`src/rtl/uadd_pkg.sv`:
```
package uadd_pkg;

  // Strobes the sweep control hands to the datapath with each issued limb.
  typedef struct packed {
    logic issue;   // a limb read is issued this cycle
    logic bZero;   // narrow operand is to be treated as zero for this limb
    logic first;   // lowest limb: carry-in forced to zero
    logic last;    // top limb of the sweep
  } uaddStrobe_t;

endpackage

```
`src/rtl/uadd_ctrl.sv`:
```
module uadd_ctrl
  import uadd_pkg::*;
#(
  parameter int ADDR_W = 6,
  parameter int CNT_W  = 7
) (
  input  logic              clk,
  input  logic              rstN,
  input  logic              start,
  input  logic [CNT_W-1:0]  limbCount,
  input  logic              lastWr,
  output uaddStrobe_t       strobe,
  output logic [ADDR_W-1:0] rdAddr,
  output logic              aRdEn,
  output logic              bRdEn
);

  typedef enum logic [1:0] {ST_IDLE, ST_RUN, ST_DRAIN} ctrlState_t;

  ctrlState_t        state;
  logic [ADDR_W-1:0] idx;
  logic [CNT_W-1:0]  nReg;
  logic [CNT_W-1:0]  idxExt;
  logic [CNT_W-1:0]  halfCount;
  logic              inRun;
  logic              isLast;
  logic              inLow;
  logic              startOk;

  assign inRun     = (state == ST_RUN);
  assign idxExt    = CNT_W'(idx);
  assign halfCount = nReg >> 1;
  assign isLast    = (idxExt == nReg - CNT_W'(1));
  assign inLow     = (idxExt < halfCount);
  assign startOk   = start && (limbCount >= CNT_W'(2));

  always_comb begin
    strobe.issue = inRun;
    strobe.bZero = !inLow;
    strobe.first = (idx == '0);
    strobe.last  = isLast;
  end

  assign rdAddr = idx;
  assign aRdEn  = inRun;
  assign bRdEn  = inRun && inLow;

  always_ff @(posedge clk or negedge rstN) begin
    if (!rstN) begin
      state <= ST_IDLE;
      idx   <= '0;
      nReg  <= '0;
    end else begin
      unique case (state)
        ST_IDLE: begin
          if (startOk) begin
            nReg  <= limbCount;
            idx   <= '0;
            state <= ST_RUN;
          end
        end
        ST_RUN: begin
          if (isLast) state <= ST_DRAIN;
          else        idx   <= idx + ADDR_W'(1);
        end
        ST_DRAIN: begin
          if (lastWr) state <= ST_IDLE;
        end
        default: state <= ST_IDLE;
      endcase
    end
  end

endmodule

```
`src/rtl/uadd_add_stage.sv`:
```
module uadd_add_stage #(
  parameter int LIMB_W = 16
) (
  input  logic              clk,
  input  logic              rstN,
  input  logic              inValid,
  input  logic              inFirst,
  input  logic [LIMB_W-1:0] opA,
  input  logic [LIMB_W-1:0] opB,
  output logic [LIMB_W-1:0] sum,
  output logic              carry
);

  localparam int SUM_W = LIMB_W + 1;

  logic             carryIn;
  logic [SUM_W-1:0] wide;

  assign carryIn = inFirst ? 1'b0 : carry;
  assign wide    = {1'b0, opA} + {1'b0, opB} + SUM_W'(carryIn);

  always_ff @(posedge clk or negedge rstN) begin
    if (!rstN) begin
      sum   <= '0;
      carry <= 1'b0;
    end else if (inValid) begin
      sum   <= wide[LIMB_W-1:0];
      carry <= wide[LIMB_W];
    end
  end

endmodule

```
`src/rtl/uadd_dp.sv`:
```
module uadd_dp
  import uadd_pkg::*;
#(
  parameter int LIMB_W = 16,
  parameter int ADDR_W = 6
) (
  input  logic              clk,
  input  logic              rstN,
  input  uaddStrobe_t       strobe,
  input  logic [ADDR_W-1:0] rdAddr,
  input  logic [LIMB_W-1:0] aRdData,
  input  logic [LIMB_W-1:0] bRdData,
  output logic              sumWrEn,
  output logic [ADDR_W-1:0] sumWrAddr,
  output logic [LIMB_W-1:0] sumWrData,
  output logic              lastWr,
  output logic              done,
  output logic              carryOut
);

  // p1: read data in flight; p2: operands registered; p3: sum registered
  logic              p1V, p1Z, p1F, p1L;
  logic [ADDR_W-1:0] p1Addr;
  logic              p2V, p2F, p2L;
  logic [ADDR_W-1:0] p2Addr;
  logic [LIMB_W-1:0] opA, opB;
  logic              p3V, p3L;
  logic [ADDR_W-1:0] p3Addr;
  logic [LIMB_W-1:0] sumLimb;
  logic              chainCarry;

  always_ff @(posedge clk or negedge rstN) begin
    if (!rstN) begin
      p1V <= 1'b0; p1Z <= 1'b0; p1F <= 1'b0; p1L <= 1'b0; p1Addr <= '0;
    end else begin
      p1V    <= strobe.issue;
      p1Z    <= strobe.bZero;
      p1F    <= strobe.first;
      p1L    <= strobe.last;
      p1Addr <= rdAddr;
    end
  end

  always_ff @(posedge clk or negedge rstN) begin
    if (!rstN) begin
      p2V <= 1'b0; p2F <= 1'b0; p2L <= 1'b0; p2Addr <= '0;
      opA <= '0; opB <= '0;
    end else begin
      p2V    <= p1V;
      p2F    <= p1F;
      p2L    <= p1L;
      p2Addr <= p1Addr;
      if (p1V) begin
        opA <= aRdData;
        opB <= p1Z ? '0 : bRdData;
      end
    end
  end

  uadd_add_stage #(.LIMB_W(LIMB_W)) add_i (
    .clk     (clk),
    .rstN    (rstN),
    .inValid (p2V),
    .inFirst (p2F),
    .opA     (opA),
    .opB     (opB),
    .sum     (sumLimb),
    .carry   (chainCarry)
  );

  always_ff @(posedge clk or negedge rstN) begin
    if (!rstN) begin
      p3V <= 1'b0; p3L <= 1'b0; p3Addr <= '0;
    end else begin
      p3V    <= p2V;
      p3L    <= p2V && p2L;
      p3Addr <= p2Addr;
    end
  end

  assign lastWr = p3V && p3L;

  always_ff @(posedge clk or negedge rstN) begin
    if (!rstN) begin
      done     <= 1'b0;
      carryOut <= 1'b0;
    end else begin
      done <= lastWr;
      if (lastWr) carryOut <= chainCarry;
    end
  end

  assign sumWrEn   = p3V;
  assign sumWrAddr = p3Addr;
  assign sumWrData = sumLimb;

endmodule

```
`src/rtl/uadd_top.sv`:
```
module uadd_top
  import uadd_pkg::*;
#(
  parameter int LIMB_W    = 16,
  parameter int MAX_LIMBS = 64,
  localparam int ADDR_W   = $clog2(MAX_LIMBS),
  localparam int CNT_W    = $clog2(MAX_LIMBS + 1)
) (
  input  logic              clk,
  input  logic              rstN,
  input  logic              start,
  input  logic [CNT_W-1:0]  limbCount,
  output logic [ADDR_W-1:0] rdAddr,
  output logic              aRdEn,
  input  logic [LIMB_W-1:0] aRdData,
  output logic              bRdEn,
  input  logic [LIMB_W-1:0] bRdData,
  output logic              sumWrEn,
  output logic [ADDR_W-1:0] sumWrAddr,
  output logic [LIMB_W-1:0] sumWrData,
  output logic              done,
  output logic              carryOut
);

  uaddStrobe_t strobe;
  logic        lastWr;

  uadd_ctrl #(.ADDR_W(ADDR_W), .CNT_W(CNT_W)) ctrl_i (
    .clk       (clk),
    .rstN      (rstN),
    .start     (start),
    .limbCount (limbCount),
    .lastWr    (lastWr),
    .strobe    (strobe),
    .rdAddr    (rdAddr),
    .aRdEn     (aRdEn),
    .bRdEn     (bRdEn)
  );

  uadd_dp #(.LIMB_W(LIMB_W), .ADDR_W(ADDR_W)) dp_i (
    .clk       (clk),
    .rstN      (rstN),
    .strobe    (strobe),
    .rdAddr    (rdAddr),
    .aRdData   (aRdData),
    .bRdData   (bRdData),
    .sumWrEn   (sumWrEn),
    .sumWrAddr (sumWrAddr),
    .sumWrData (sumWrData),
    .lastWr    (lastWr),
    .done      (done),
    .carryOut  (carryOut)
  );

endmodule

```
`config.mk`:
```
export PLATFORM = sky130hd
export DESIGN_NAME = uadd_top
export DESIGN_NICKNAME = d
export VERILOG_FILES = /design/src/rtl/uadd_pkg.sv /design/src/rtl/uadd_ctrl.sv /design/src/rtl/uadd_add_stage.sv /design/src/rtl/uadd_dp.sv /design/src/rtl/uadd_top.sv
export SDC_FILE = /design/constraint.sdc
export NUM_CORES = 1
export LEC_CHECK = 0
export CAP_MARGIN = 20
export CELL_PAD_IN_SITES_DETAIL_PLACEMENT = 0
export CELL_PAD_IN_SITES_GLOBAL_PLACEMENT = 1
export CORE_ASPECT_RATIO = 1.4
export CORE_UTILIZATION = 40
export CTS_CLUSTER_DIAMETER = 100
export DETAILED_ROUTE_END_ITERATION = 7
export GPL_ROUTABILITY_DRIVEN = 1
export MAX_ROUTING_LAYER = met4
export PLACE_DENSITY_LB_ADDON = 0.05
export SYNTH_ARGS = -nofsm -noshare
export SYNTH_HDL_FRONTEND = slang
export SYNTH_SLANG_ARGS = --single-unit
```
`constraint.sdc`:
```
create_clock -name clk -period 2.4 [get_ports clk]
set_input_delay 0.24 -clock clk [delete_from_list [all_inputs] [get_ports clk]]
set_output_delay 0.24 -clock clk [all_outputs]
set_load 0.005 [all_outputs]
```
==> impl_results.md <==
- Status: finished, final reports clean
- Final Critical Period: 2373 ps
- Final count of pins violating max slew: 0
- I/O pins: 75
- Final setup fails: 0
- Core footprint: 10810 um^2
- Hold Vio Cnt, Final: 0
- DRC: 0
- Setup crit start kind: flip-flop
- 1st-iter DRT viols: 86
- Leakage: 0.002649 uW
- Mapped Nets: 458
- Post-synth ARST share: 1.000
- Register area share after synthesis: 0.5231
- Crit path kind: flip-flop to flip-flop
- Chip width: 91.14 um
- Avg WL per Cell: around 16 um
- Data arrival time of the worst path: 2590 ps
- Layout cells sized above 1: 0.1752
- Post-synth top area share: 0.5231
- R2R setup slack: 30 ps
- Peak supply drop: 0.0006562 V
- Slew @ Worst Pin: 571.3 ps
- Global-route wire length before repair: 16.70 mm
- Ranking of synthesized cells by area: dfrtp_1, ha_1, mux2_2
- Worst hold margin: around 330 ps
- Post-DRT Antenna Nets: 0
- Area growth, synth to finish: 31.10%
- IO buf count: 74
- Via/cell ratio: approximately 5
- Synth area leader: dfrtp_1
- Largest net degree at the start of global routing: 70
- Max-Slew Margin vs Limit: 0.6191
- Antenna diode count: 0
- Launching point of the worst reg2reg path: dp_i.add_i.carry
- Tot GR Track Use: 0.1941
- Grt ovf: 0
- Die area: 11560 um^2
- Worst Setup End Kind: flip-flop
- First-pass iteration count of the detailed router: 6
- Vias in the first global route: ~3400
- Clk slew on worst S/H paths: approximately 70 ps
- Mapped Area: 4449 um^2
- Post-Syn Instances: 391
- Period Utilization, post-route: 0.9888
- CTS Buf Count: 9
- Clock Latency Late Sink: 340 ps
- H-tree depth: 3
- CP Max Fanout: 4
- Max Cap Viol: 0
- Total Neg Setup Slack: 0 ps
- PwrDens: 1454 nW/um^2
- Initial Utilization: 0.4116
- Most frequent cell after synthesis: dfrtp_1
- # clock sinks: 93
- Layout Utilization: 0.5396
- RSZ-0062 raised after global routing: yes
- Post-synth EDFFs: 0
- Row count: 45
- Worst hold-check path type: primary input to async pin
- RePlAce Congestion: 0.8046
- Synth top cells by count: dfrtp_1, inv_1, o21ai_0
- Die Y: ~130 um
- Worst Skew: 7.755 ps
- FMAX: 421.4 MHz
- Routed Wire Length: 10.05 mm
- Syn_area_per_cell: approximately 11 um^2
- Vias: 3229
- Initial antenna violation count: 0
- Yosys cell types: 63
- Required @ worst endpoint: 2620 ps
- R2R cell count: 10
- Ys flop type: dfrtp_1
- Total chip power: approximately 8500 uW
- CTS Buffer Depth: 2
- Yosys reg bits: just over 90
- End of the worst register-to-register path: dp_i.add_i.carry
- Clock root buffer: clkbuf_16
- Post-DP HPWL: 7.468 mm
- Yosys Warn Count: 0
- Nets: 553
- CTS tree: built
what timing repair did:
action                                  CTS  global route
hold buffers                              1             0
endpoints found under the setup margin    2             7
pin swaps                                 2             7
gates resized for setup                   4             9
setup buffers                             0             3
endpoints found under the hold margin    24             0
routing by layer:
metal  track usage  up-vias  routed length (um)
li1              -     1564                   -
met1        0.2035     1587                3857
met2        0.3578       60                5647
met3       0.03357       18                 323
met4       0.07843        0                 225
met5             -        -                   0
kinds of logic (layout without fill, tap and decap cells):
kind of cell | after synthesis | in the layout | share of synthesized area
buffers and inverters | 48 | 148 | 0.04274
muxes | 28 | 28 | 0.06974
adders and majority gates | 25 | 25 | 0.07368
DFF | 93 | 93 | 0.5231
xor gates and xnor gates | 15 | 15 | 0.03262
and+or+nand+nor | 95 | 95 | 0.1226
AOI/OAI and AO/OA | 87 | 87 | 0.1355
cell type report:
| class | count | area (um^2) |
|---|---|---|
| Clock buffer | 9 | 225.2 |
| Fill cell | 979 | 4977 |
| Inverter | 34 | 127.6 |
| Timing Repair Buffer | 98 | 928.4 |
| Sequential cell | 93 | 2327 |
| Tap cell | 141 | 176.4 |
| Clock inverter | 7 | 76.32 |
| Multi-Input combinational cell | 250 | 1972 |
sequential cells by signal (all words and copies together), names as in the netlist:
name,count
ctrl_i.rdAddr,6
dp_i.sumWrEn,1
dp_i.carryOut,1
dp_i.done,1
dp_i.p1Addr,6
ctrl_i.state,2
dp_i.sumWrAddr,6
dp_i.add_i.carry,1
dp_i.p3L,1
ctrl_i.nReg,7
dp_i.add_i.sum,16
dp_i.p1V,1
dp_i.p1Z,1
dp_i.p2V,1
dp_i.opA,16
dp_i.p2Addr,6
dp_i.p2F,1
dp_i.p2L,1
dp_i.p1L,1
dp_i.p1F,1
dp_i.opB,16
where the power goes:
| part | internal [uW] | switching [uW] | total, uW | leakage, uW |
|---|---|---|---|---|
| clock network | 743 | 680 | 1420 | 0.000149 |
| logic | 2320 | 2050 | 4370 | 0.00139 |
| registers | 2260 | 429 | 2690 | 0.00111 |
| total | 5330 | 3150 | 8480 | 0.00265 |
layout by cell type (no fill, tap or decap), drive strengths merged, types with 3 or more instances in the layout:
| cell | netlist | final |
|---|---|---|
| nand3b | 18 | 18 |
| nand2 | 26 | 26 |
| a211oi | 3 | 3 |
| mux2 | 24 | 24 |
| nand2b | 3 | 3 |
| buf | 5 | 25 |
| a21o | 10 | 10 |
| nand3 | 9 | 9 |
| and2 | 3 | 3 |
| nor2 | 14 | 14 |
| dfrtp | 93 | 93 |
| inv | 34 | 39 |
| o21ai | 32 | 32 |
| xor2 | 4 | 4 |
| clkdlybuf4s50 | 0 | 72 |
| and3 | 3 | 3 |
| clkbuf | 9 | 9 |
| a2111oi | 3 | 3 |
| xnor2 | 10 | 10 |
| a21oi | 17 | 17 |
| ha | 23 | 23 |
| o31ai | 4 | 4 |
| nand4 | 5 | 5 |
| nor3 | 3 | 3 |
| mux2i | 4 | 4 |
worst max-delay path by stage:
stage	start	end	slack [ps]	cells past startpoint
after floorplan	dp_i.add_i.carry	dp_i.add_i.sum[12]	160	10
after global placement	ctrl_i.nReg[2]	bRdEn	-60	8
after detailed placement	ctrl_i.rdAddr[1]	bRdEn	-60	7
after CTS	dp_i.opB[0]	dp_i.add_i.carry	0.02	10
after global routing	dp_i.add_i.carry	dp_i.add_i.carry	-60	10
final	dp_i.add_i.carry	dp_i.add_i.carry	30	10
worst max-delay path: stages, from the launching register on:
cell and delay (ps):
dfrtp_1 380, nand2b_1 90, fa_1 180, inv_2 50, fa_2 340, a21o_1 220, a21oi_4 200, o221ai_4 150
a221o_1 410, a21oi_1 140, o31ai_1 90
metrics by stage:
stage	setup WS, ps	instances	cell area [um^2]
2_1_floorplan	161.0	391	4449
3_3_place_gp	-56.04	612	5464
3_5_place_dp	-63.24	612	5464
4_1_cts	0.01910	629	5771
5_1_grt	-59.76	632	5833
6_report	26.88	632	5833
(Power assumes the default switching activity.)
